===== src/rtl/spi_adc_pkg.sv =====
package spi_adc_pkg;
  typedef enum logic [1:0] {
    ST_IDLE = 2'd0,
    ST_CS   = 2'd1,
    ST_DATA = 2'd2,
    ST_SYNC = 2'd3
  } frame_state_t;
endpackage


===== src/rtl/spi_adc_sclk_gen.sv =====
module spi_adc_sclk_gen #(
  parameter int HALF_DIV = 2
) (
  input  logic clk,
  input  logic rst_n,
  input  logic en,
  output logic sclk,
  output logic rise_tick,
  output logic fall_tick
);
  localparam int DW = (HALF_DIV > 1) ? $clog2(HALF_DIV) : 1;
  localparam logic [DW-1:0] DIV_LAST = DW'(HALF_DIV - 1);

  logic [DW-1:0] div_q;
  logic          sclk_q;
  logic          half_end;

  assign half_end = (div_q == DIV_LAST);

  always_ff @(posedge clk) begin
    if (!rst_n) begin
      div_q  <= '0;
      sclk_q <= 1'b0;
    end else if (!en) begin
      div_q  <= '0;
      sclk_q <= 1'b0;
    end else if (half_end) begin
      div_q  <= '0;
      sclk_q <= ~sclk_q;
    end else begin
      div_q  <= div_q + 1'b1;
    end
  end

  assign sclk      = sclk_q;
  assign rise_tick = en & half_end & ~sclk_q;
  assign fall_tick = en & half_end & sclk_q;


  sclk_park_chk: assert property (@(posedge clk) disable iff (!rst_n)
    !en |=> !sclk_q);
endmodule


===== src/rtl/spi_adc_frame_fsm.sv =====
module spi_adc_frame_fsm
  import spi_adc_pkg::*;
#(
  parameter int FRAME_LEN = 12
) (
  input  logic                         clk,
  input  logic                         rst_n,
  input  logic                         req_valid,
  input  logic                         fall_tick,
  output logic                         req_ready,
  output logic                         accept,
  output frame_state_t                 state,
  output logic [$clog2(FRAME_LEN)-1:0] bit_idx,
  output logic                         frame_end
);
  localparam int CW = $clog2(FRAME_LEN);
  localparam logic [CW-1:0] LAST_BIT = CW'(FRAME_LEN - 1);

  frame_state_t  state_q;
  logic [CW-1:0] bit_q;

  always_ff @(posedge clk) begin
    if (!rst_n) begin
      state_q <= ST_IDLE;
      bit_q   <= '0;
    end else begin
      case (state_q)
        ST_IDLE: begin
          bit_q <= '0;
          if (req_valid) state_q <= ST_CS;
        end
        ST_CS:   state_q <= ST_DATA;
        ST_DATA: begin
          if (fall_tick) begin
            if (bit_q == LAST_BIT) state_q <= ST_SYNC;
            else                   bit_q   <= bit_q + 1'b1;
          end
        end
        default: state_q <= ST_IDLE;
      endcase
    end
  end

  assign req_ready = (state_q == ST_IDLE);
  assign accept    = req_valid & req_ready;
  assign state     = state_q;
  assign bit_idx   = bit_q;
  assign frame_end = (state_q == ST_DATA) & fall_tick & (bit_q == LAST_BIT);


  busy_ignore_chk: assert property (@(posedge clk) disable iff (!rst_n)
    (req_valid && state_q != ST_IDLE) |=> state_q != ST_CS);
endmodule


===== src/rtl/spi_adc_shift.sv =====
module spi_adc_shift #(
  parameter int FRAME_LEN = 12,
  parameter int CH_W      = 4,
  parameter int CFG_W     = 4,
  parameter logic [CFG_W-1:0] CFG_BITS = '0
) (
  input  logic                         clk,
  input  logic                         rst_n,
  input  logic                         accept,
  input  logic [CH_W-1:0]              req_chan,
  input  logic                         shifting,
  input  logic [$clog2(FRAME_LEN)-1:0] bit_idx,
  input  logic                         rise_tick,
  input  logic                         frame_end,
  input  logic                         spi_miso,
  output logic                         mosi_bit,
  output logic [FRAME_LEN-1:0]         res_data,
  output logic [CH_W-1:0]              res_chan
);
  localparam int CW    = $clog2(FRAME_LEN);
  localparam int PAD_W = FRAME_LEN - CH_W - CFG_W;
  localparam logic [CW-1:0] TOP_BIT = CW'(FRAME_LEN - 1);

  logic [FRAME_LEN-1:0] cmd_q;
  logic [FRAME_LEN-1:0] rx_q;
  logic [FRAME_LEN-1:0] res_q;
  logic [CH_W-1:0]      prev_chan_q;
  logic [CH_W-1:0]      res_chan_q;
  logic [CW-1:0]        rev_idx;

  assign rev_idx = TOP_BIT - bit_idx;

  always_ff @(posedge clk) begin
    if (!rst_n) begin
      cmd_q       <= '1;
      rx_q        <= '0;
      res_q       <= '0;
      prev_chan_q <= '0;
      res_chan_q  <= '0;
    end else begin
      if (accept)
        cmd_q <= {req_chan, CFG_BITS, {PAD_W{1'b1}}};
      if (shifting && rise_tick)
        rx_q[rev_idx] <= spi_miso;
      if (frame_end) begin
        res_q       <= rx_q;
        res_chan_q  <= prev_chan_q;
        prev_chan_q <= cmd_q[FRAME_LEN-1 -: CH_W];
      end
    end
  end

  assign mosi_bit = cmd_q[rev_idx];
  assign res_data = res_q;
  assign res_chan = res_chan_q;
endmodule


===== src/rtl/spi_adc_reader.sv =====
module spi_adc_reader
  import spi_adc_pkg::*;
#(
  parameter int FRAME_LEN = 12,
  parameter int CH_W      = 4,
  parameter int CFG_W     = 4,
  parameter int HALF_DIV  = 2,
  parameter logic [CFG_W-1:0] CFG_BITS = '0
) (
  input  logic                 clk,
  input  logic                 rst_n,
  input  logic                 req_valid,
  output logic                 req_ready,
  input  logic [CH_W-1:0]      req_chan,
  output logic                 spi_csn,
  output logic                 spi_sclk,
  output logic                 spi_mosi,
  input  logic                 spi_miso,
  output logic                 res_valid,
  output logic [FRAME_LEN-1:0] res_data,
  output logic [CH_W-1:0]      res_chan
);
  localparam int CW = $clog2(FRAME_LEN);

  frame_state_t  state;
  logic          accept;
  logic [CW-1:0] bit_idx;
  logic          frame_end;
  logic          rise_tick;
  logic          fall_tick;
  logic          shifting;
  logic          mosi_bit;

  assign shifting = (state == ST_DATA);

  spi_adc_frame_fsm #(.FRAME_LEN(FRAME_LEN)) u_fsm (
    .clk(clk), .rst_n(rst_n), .req_valid(req_valid), .fall_tick(fall_tick),
    .req_ready(req_ready), .accept(accept), .state(state),
    .bit_idx(bit_idx), .frame_end(frame_end)
  );

  spi_adc_sclk_gen #(.HALF_DIV(HALF_DIV)) u_sclk (
    .clk(clk), .rst_n(rst_n), .en(shifting),
    .sclk(spi_sclk), .rise_tick(rise_tick), .fall_tick(fall_tick)
  );

  spi_adc_shift #(
    .FRAME_LEN(FRAME_LEN), .CH_W(CH_W), .CFG_W(CFG_W), .CFG_BITS(CFG_BITS)
  ) u_shift (
    .clk(clk), .rst_n(rst_n), .accept(accept), .req_chan(req_chan),
    .shifting(shifting), .bit_idx(bit_idx), .rise_tick(rise_tick),
    .frame_end(frame_end), .spi_miso(spi_miso), .mosi_bit(mosi_bit),
    .res_data(res_data), .res_chan(res_chan)
  );

  assign spi_csn   = !((state == ST_CS) || (state == ST_DATA));
  assign spi_mosi  = shifting ? mosi_bit : 1'b1;
  assign res_valid = (state == ST_SYNC);


  csn_sclk_idle_chk: assert property (@(posedge clk) disable iff (!rst_n)
    spi_csn |-> !spi_sclk);


  mosi_low_phase_chk: assert property (@(posedge clk) disable iff (!rst_n)
    (!spi_csn && !$stable(spi_mosi)) |-> !spi_sclk);


  cs_setup_chk: assert property (@(posedge clk) disable iff (!rst_n)
    $fell(spi_csn) |-> (spi_mosi && !spi_sclk));


  res_pulse_chk: assert property (@(posedge clk) disable iff (!rst_n)
    res_valid |=> !res_valid);


  res_closed_chk: assert property (@(posedge clk) disable iff (!rst_n)
    res_valid |-> (spi_csn && spi_mosi));
endmodule


===== config.mk =====
export PLATFORM = sky130hd
export DESIGN_NAME = spi_adc_reader
export DESIGN_NICKNAME = d
export VERILOG_FILES = /design/src/rtl/spi_adc_pkg.sv /design/src/rtl/spi_adc_sclk_gen.sv /design/src/rtl/spi_adc_frame_fsm.sv /design/src/rtl/spi_adc_shift.sv /design/src/rtl/spi_adc_reader.sv
export SDC_FILE = /design/constraint.sdc
export NUM_CORES = 1
export LEC_CHECK = 0
export BUFFER_PORTS_ARGS = -buffer_cell sky130_fd_sc_hd__buf_4
export CAP_MARGIN = 20
export CORE_MARGIN = 2
export CORE_UTILIZATION = 55
export DETAILED_ROUTE_END_ITERATION = 16
export PLACE_DENSITY = 0.75
export SLEW_MARGIN = 20
export SYNTH_ARGS = -nofsm -noshare
export SYNTH_HDL_FRONTEND = slang
export SYNTH_SLANG_ARGS = --single-unit

===== constraint.sdc =====
create_clock -name clk -period 4.6 [get_ports clk]
set_clock_uncertainty 0.1 [all_clocks]
set_input_delay 0.69 -clock clk [delete_from_list [all_inputs] [get_ports clk]]
set_output_delay 0.69 -clock clk [all_outputs]
set_load 0.02 [all_outputs]

Word-level counts from Yosys, hierarchy flattened
Index checks and enable logic that the tools add are counted.
{ "word_totals": {"ram_bits": 0, "memories": 0, "mem_bits_ro": 0, "out_inout_bits": 21, "reg_bits": 48, "latchBits": 0} }
{ "op_classes": {"bitwise": 9, "shift": 0, "order_cmp": 2, "n_mul": 0, "n_div": 0, "muxes": 13, "n_addsub": 3, "n_eq_ne": 8, "reduce_logical": 10} }
{ "op_table": {"columns": ["operator", "count"], "rows": [
  ["$bwmux 12", 1],
  ["$mux 4", 2],
  ["$pmux 4 s2", 1],
  ["$and 1x1->1", 6],
  ["$mux 2", 3],
  ["$pmux 2 s3", 1],
  ["$reduce_and 3->1", 2],
  ["$lt 4x5->1 const B", 1],
  ["$add 4x1->4 const B", 1],
  ["$bmux 1 s4", 1],
  ["$demux 1 s4", 1],
  ["$eq 2x2->1 const B", 2],
  ["$eq 4x4->1 const B", 1],
  ["$ge 4x1->1 const B", 1],
  ["$ne 2x1->1 const B", 2],
  ["$ne 2x2->1 const B", 2],
  ["$sub 4x4->4 const A", 1],
  ["$mux 1", 3],
  ["$not 1->1", 3],
  ["$reduce_or 3->1", 1],
  ["$eq 2x1->1 const B", 1],
  ["$logic_and 1x1->1", 2],
  ["$logic_not 2->1", 1],
  ["$reduce_and 2->1", 1],
  ["other kinds (4)", 4]
]} }

Logic depth before layout (Yosys ltp)
{ "logic_depth": {"word_depth": 6, "ltp_mapped": 7, "mapped_depth_nobuf": 6} }

Hierarchy
Synthesis repeated with hierarchy kept, for this count alone.
{ "unflattened": {"cells_unflattened": 195, "hier_area_um2": 1995.7} }
{ "modules_own_cells": {"columns": ["module", "instances", "area_per_inst_um2", "cells_each"], "rows": [
  ["spi_adc_shift", 1, 1483.9, 137],
  ["spi_adc_frame_fsm", 1, 401.6, 45],
  ["spi_adc_sclk_gen", 1, 75.1, 9],
  ["spi_adc_reader", 1, 35.0, 4]
]} }

Least setup slack after synthesis
No wires, ideal clock.
{ "synth_path": {"kind": "register to output", "from": "register u_fsm.bit_q[0], in the netlist u_fsm.bit_idx[0]", "to": "output port spi_mosi", "stages_incl_launch_ff": 4, "arrival_ns": 1.191, "required_time_ns": 3.810, "path_buffers": 0, "path_slack_ns": 2.619, "path_cell_list": "dfxtp_1 mux4_2 o21ai_0 nand2_1"} }
{ "synth_between": {"elab_chain_len": 4} }
{ "synth_lines": {"columns": ["item", "line_no", "text"], "rows": [
  ["start, declared", "spi_adc_frame_fsm.sv:20", "logic [CW-1:0] bit_q;"],
  ["start signal, assigned", "spi_adc_frame_fsm.sv:36", "else bit_q <= bit_q + 1'b1;"],
  ["$sub 4x4->4", "spi_adc_shift.sv:31", "assign rev_idx = TOP_BIT - bit_idx;"],
  ["$bmux 1 s4", "spi_adc_shift.sv:53", "assign mosi_bit = cmd_q[rev_idx];"],
  ["$mux 1 (not written as such)", "spi_adc_shift.sv:53", null],
  ["$mux 1", "spi_adc_reader.sv:57", "assign spi_mosi = shifting ? mosi_bit : 1'b1;"],
  ["end, declared", "spi_adc_reader.sv:17", "output logic spi_mosi,"]
]} }
No other way between the ends. The select of a mux whose other input is x is not followed.

Final worst setup path
Same ends and word-level chain as after synthesis.

==> flow_summary_export.csv <==
group,metric,value,unit
synth,synthTopCellsByArea,"dfxtp_1 (46%), nand2_1 (11%), nand3_1 (7.8%)",
layout,multi_input_comb_area,956,sq um
synth,yosysSeqAreaShare,45.6,%
synth,synthTopCellsByCount,"nand2_1 (59), dfxtp_1 (45), nand3_1 (31)",
synth,yosysTopAreaCell,"dfxtp_1",
synth,avgSynthCellArea,8.52,sq um
layout,finish.instance_area,0.00222,sq mm
placement,placed_area,0.00217,sq mm
die,start_util,58.3,%
cts,post_cts_buffers,0,
critical_path,path_class,"flip-flop to output port",
route,finalWirelength,3.53,mm
route,ant_nets,0,
layout,final_nets,270,
power,power.density,368,mW/mm^2
power,pwr-share-comb,23.4,%
cts,cts-buffers-inserted,5,
power,sw_frac_of_total,32.6,%
power,power_frac_seq,52.9,%
cts,htree_levels,2,
sta,fmax,390,MHz
power,p_sw,0.267,mW
die,ioPinCount,29,
synth,yosysTopAreaCellShare,45.6,%
layout,drive_gt1_share,17.0,%
layout,fin_cells,299,
critical_path,cp.required,3810,ps
sta,finalHoldViolCount,0,
die,rows,21,
route,drt_iter0_markers,69,
synth,synth.distinct_cells,30,
status,status,"completed",
sta,period_share,55.7,%
route,vias,1591,
cts,cts_tree,"yes",
sta,setup_violations,0,
cts,cts.sinks,45,
layout,antennaDiodeCount,0,
global_route,grt_first_pass_wirelength,6.16,mm
die,fp.dieW,64.0,microns
power,intPower,0.551,mW
cts,clk_latency,370,ps
layout,register_area,901,sq um
power,vdd_drop_max,0.401,mV
min_path,hold_class,"flip-flop to flip-flop",
critical_path,worst-path-max-fanout,6,
sta,final_max_slew_viol_count,0,
route,wire_per_inst,11.8,microns
flow_run,cap_viol_max_count,0,
placement,gp_congestion,0.805,
synth,synth_edf_count,0,
global_route,grt-ovfl-total,0,
cts,cts_resized,0,
synth,ys_seq_elements,45,
placement,placed_cells,291,
die,die_area,0.00409,sq mm
global_route,grt_pass1_vias,1447,
route,drc_errors,0,
synth,syn_nets,250,
sta,grt_setup_unrepaired,"no",
power,p_total,0.818,mW
placement,place_ws,2390,ps
sta,tns,0,ps
cts,path_clk_slew,140,ps
cts,hold_buffers,0,
synth,syn_area,0.00198,sq mm
synth,synth-async-reset-ratio,0,%
synth,syn_inst,232,
placement,dp.final_hpwl,2.41,mm
critical_path,arrival,1770,ps
sta,post-route-min-period,2560,ps
layout,finish.utilization,65.6,%
sta,fin_ws,2040,ps
cts,cts_root_buffer,"clkbuf_4",
die,die_h,64.0,microns
placement,port_buffers,28,
die,core,0.00339,sq mm
global_route,grt_use_total,18.9,%
layout,area_delta_synth_final,12.5,%
critical_path,crit_path_end_kind,"output port",
route,first_pass_iters,4,
layout,nFillCells,305,
sta,worstMarginPinSlew,617,ps
sta,whs,360,ps
synth,dominantRegCellSynth,"dfxtp_1",
global_route,antenna_found_initial,0,
critical_path,critPathLaunchType,"flip-flop",
route,drt-vias-per-instance,5.32,
power,clockPowerShare,23.7,%
power,p_leak,0.943,nW
synth,yosysMostFrequentCell,"nand2_1",
global_route,grt_max_degree,69,
cts,max-clock-path-buffers,2,
sta,maxSlewHeadroom,58.8,%
synth,synth_warnings,0,
==> final cells by class <==
class	count	share of cell area, %
timing repair buffer	29	9.79
tap	46	2.59
inverter	9	1.52
clock buffer	5	1.69
sequential	45	40.5
clock inverter	3	0.956
multi-input combinational	162	43.0
==> worst paths after layout <==
check / start / endpoint / slack (ps) / cells past startpoint
worst min register to register: u_shift.prev_chan_q[2]$_SDFFE_PN0P_ / u_shift.prev_chan_q[2]$_SDFFE_PN0P_ / 360 / 2
worst min-delay path: u_shift.prev_chan_q[2]$_SDFFE_PN0P_ / u_shift.prev_chan_q[2]$_SDFFE_PN0P_ / 360 / 2
worst max register to register: u_fsm.bit_idx[2]$_SDFFE_PN0P_ / u_shift.res_data[10]$_SDFFE_PN0P_ / 2400 / 7
worst max-delay path: u_fsm.bit_idx[0]$_SDFFE_PN0P_ / spi_mosi / 2040 / 4
==> power groups by stage <==
stage	sequential (mW)	clock, mW	combinational (mW)
3_5_place_dp	0.441	0	0.193
4_1_cts	0.433	0.198	0.193
5_1_grt	0.436	0.216	0.214
2_1_floorplan	0.433	0	0.153
3_3_place_gp	0.441	0	0.190
6_report	0.433	0.194	0.191
==> state kept, by name, summed over array words and instances, names as in the netlist <==
signal               count
u_fsm.bit_idx            4
u_fsm.state              2
u_sclk.div_q             1
u_sclk.sclk              1
u_shift.cmd_q            5
u_shift.prev_chan_q      4
u_shift.res_chan         4
u_shift.res_data        12
u_shift.rx_q            12
==> worst max-delay path, stage by stage, from the launching register on <==
cell and delay, ps:
dfxtp_1 470, mux4_2 520, o21ai_0 160, nand2_1 80, buf_4 180
==> kinds of logic (layout without fill, tap and decap cells) <==
group	after synthesis	in the layout	share of synthesized area [%]
xor gates and xnor gates	2	2	0.886
buffers and inverters	25	46	6.08
DFF	45	45	45.6
and+or+nand+nor	107	107	24.6
adders and majority gates	10	10	6.33
AOI/OAI and AO/OA	29	29	8.80
muxes	14	14	7.72
==> layout by cell type (no fill, tap or decap), drive strengths merged <==
cell type  synthesis  routed
a21bo              1       1
a21oi              2       2
a2bb2oi            1       1
a32oi              1       1
and2               5       5
and3               1       1
and3b              1       1
buf                9      29
clkbuf             7       5
clkinv             0       1
clkinvlp           0       1
dfxtp             45      45
ha                10      10
inv                9      10
mux2i             13      13
mux4               1       1
nand2             59      59
nand3             31      31
nand4              4       4
nand4b             1       1
nor2               4       4
nor2b              1       1
o211ai             1       1
o21ai             21      21
o221a              1       1
o22ai              1       1
xnor2              2       2
==> layer usage <==
layer	up-vias	part of all wire [%]	GRT usage, %	routed length (microns)
li1	821	-	-	-
met1	731	48	23.1	1700
met2	33	46	32.2	1630
met3	6	4.3	4.75	151
met4	0	1.2	6.52	43
met5	-	0	0	0
(Power assumes the default switching activity.)
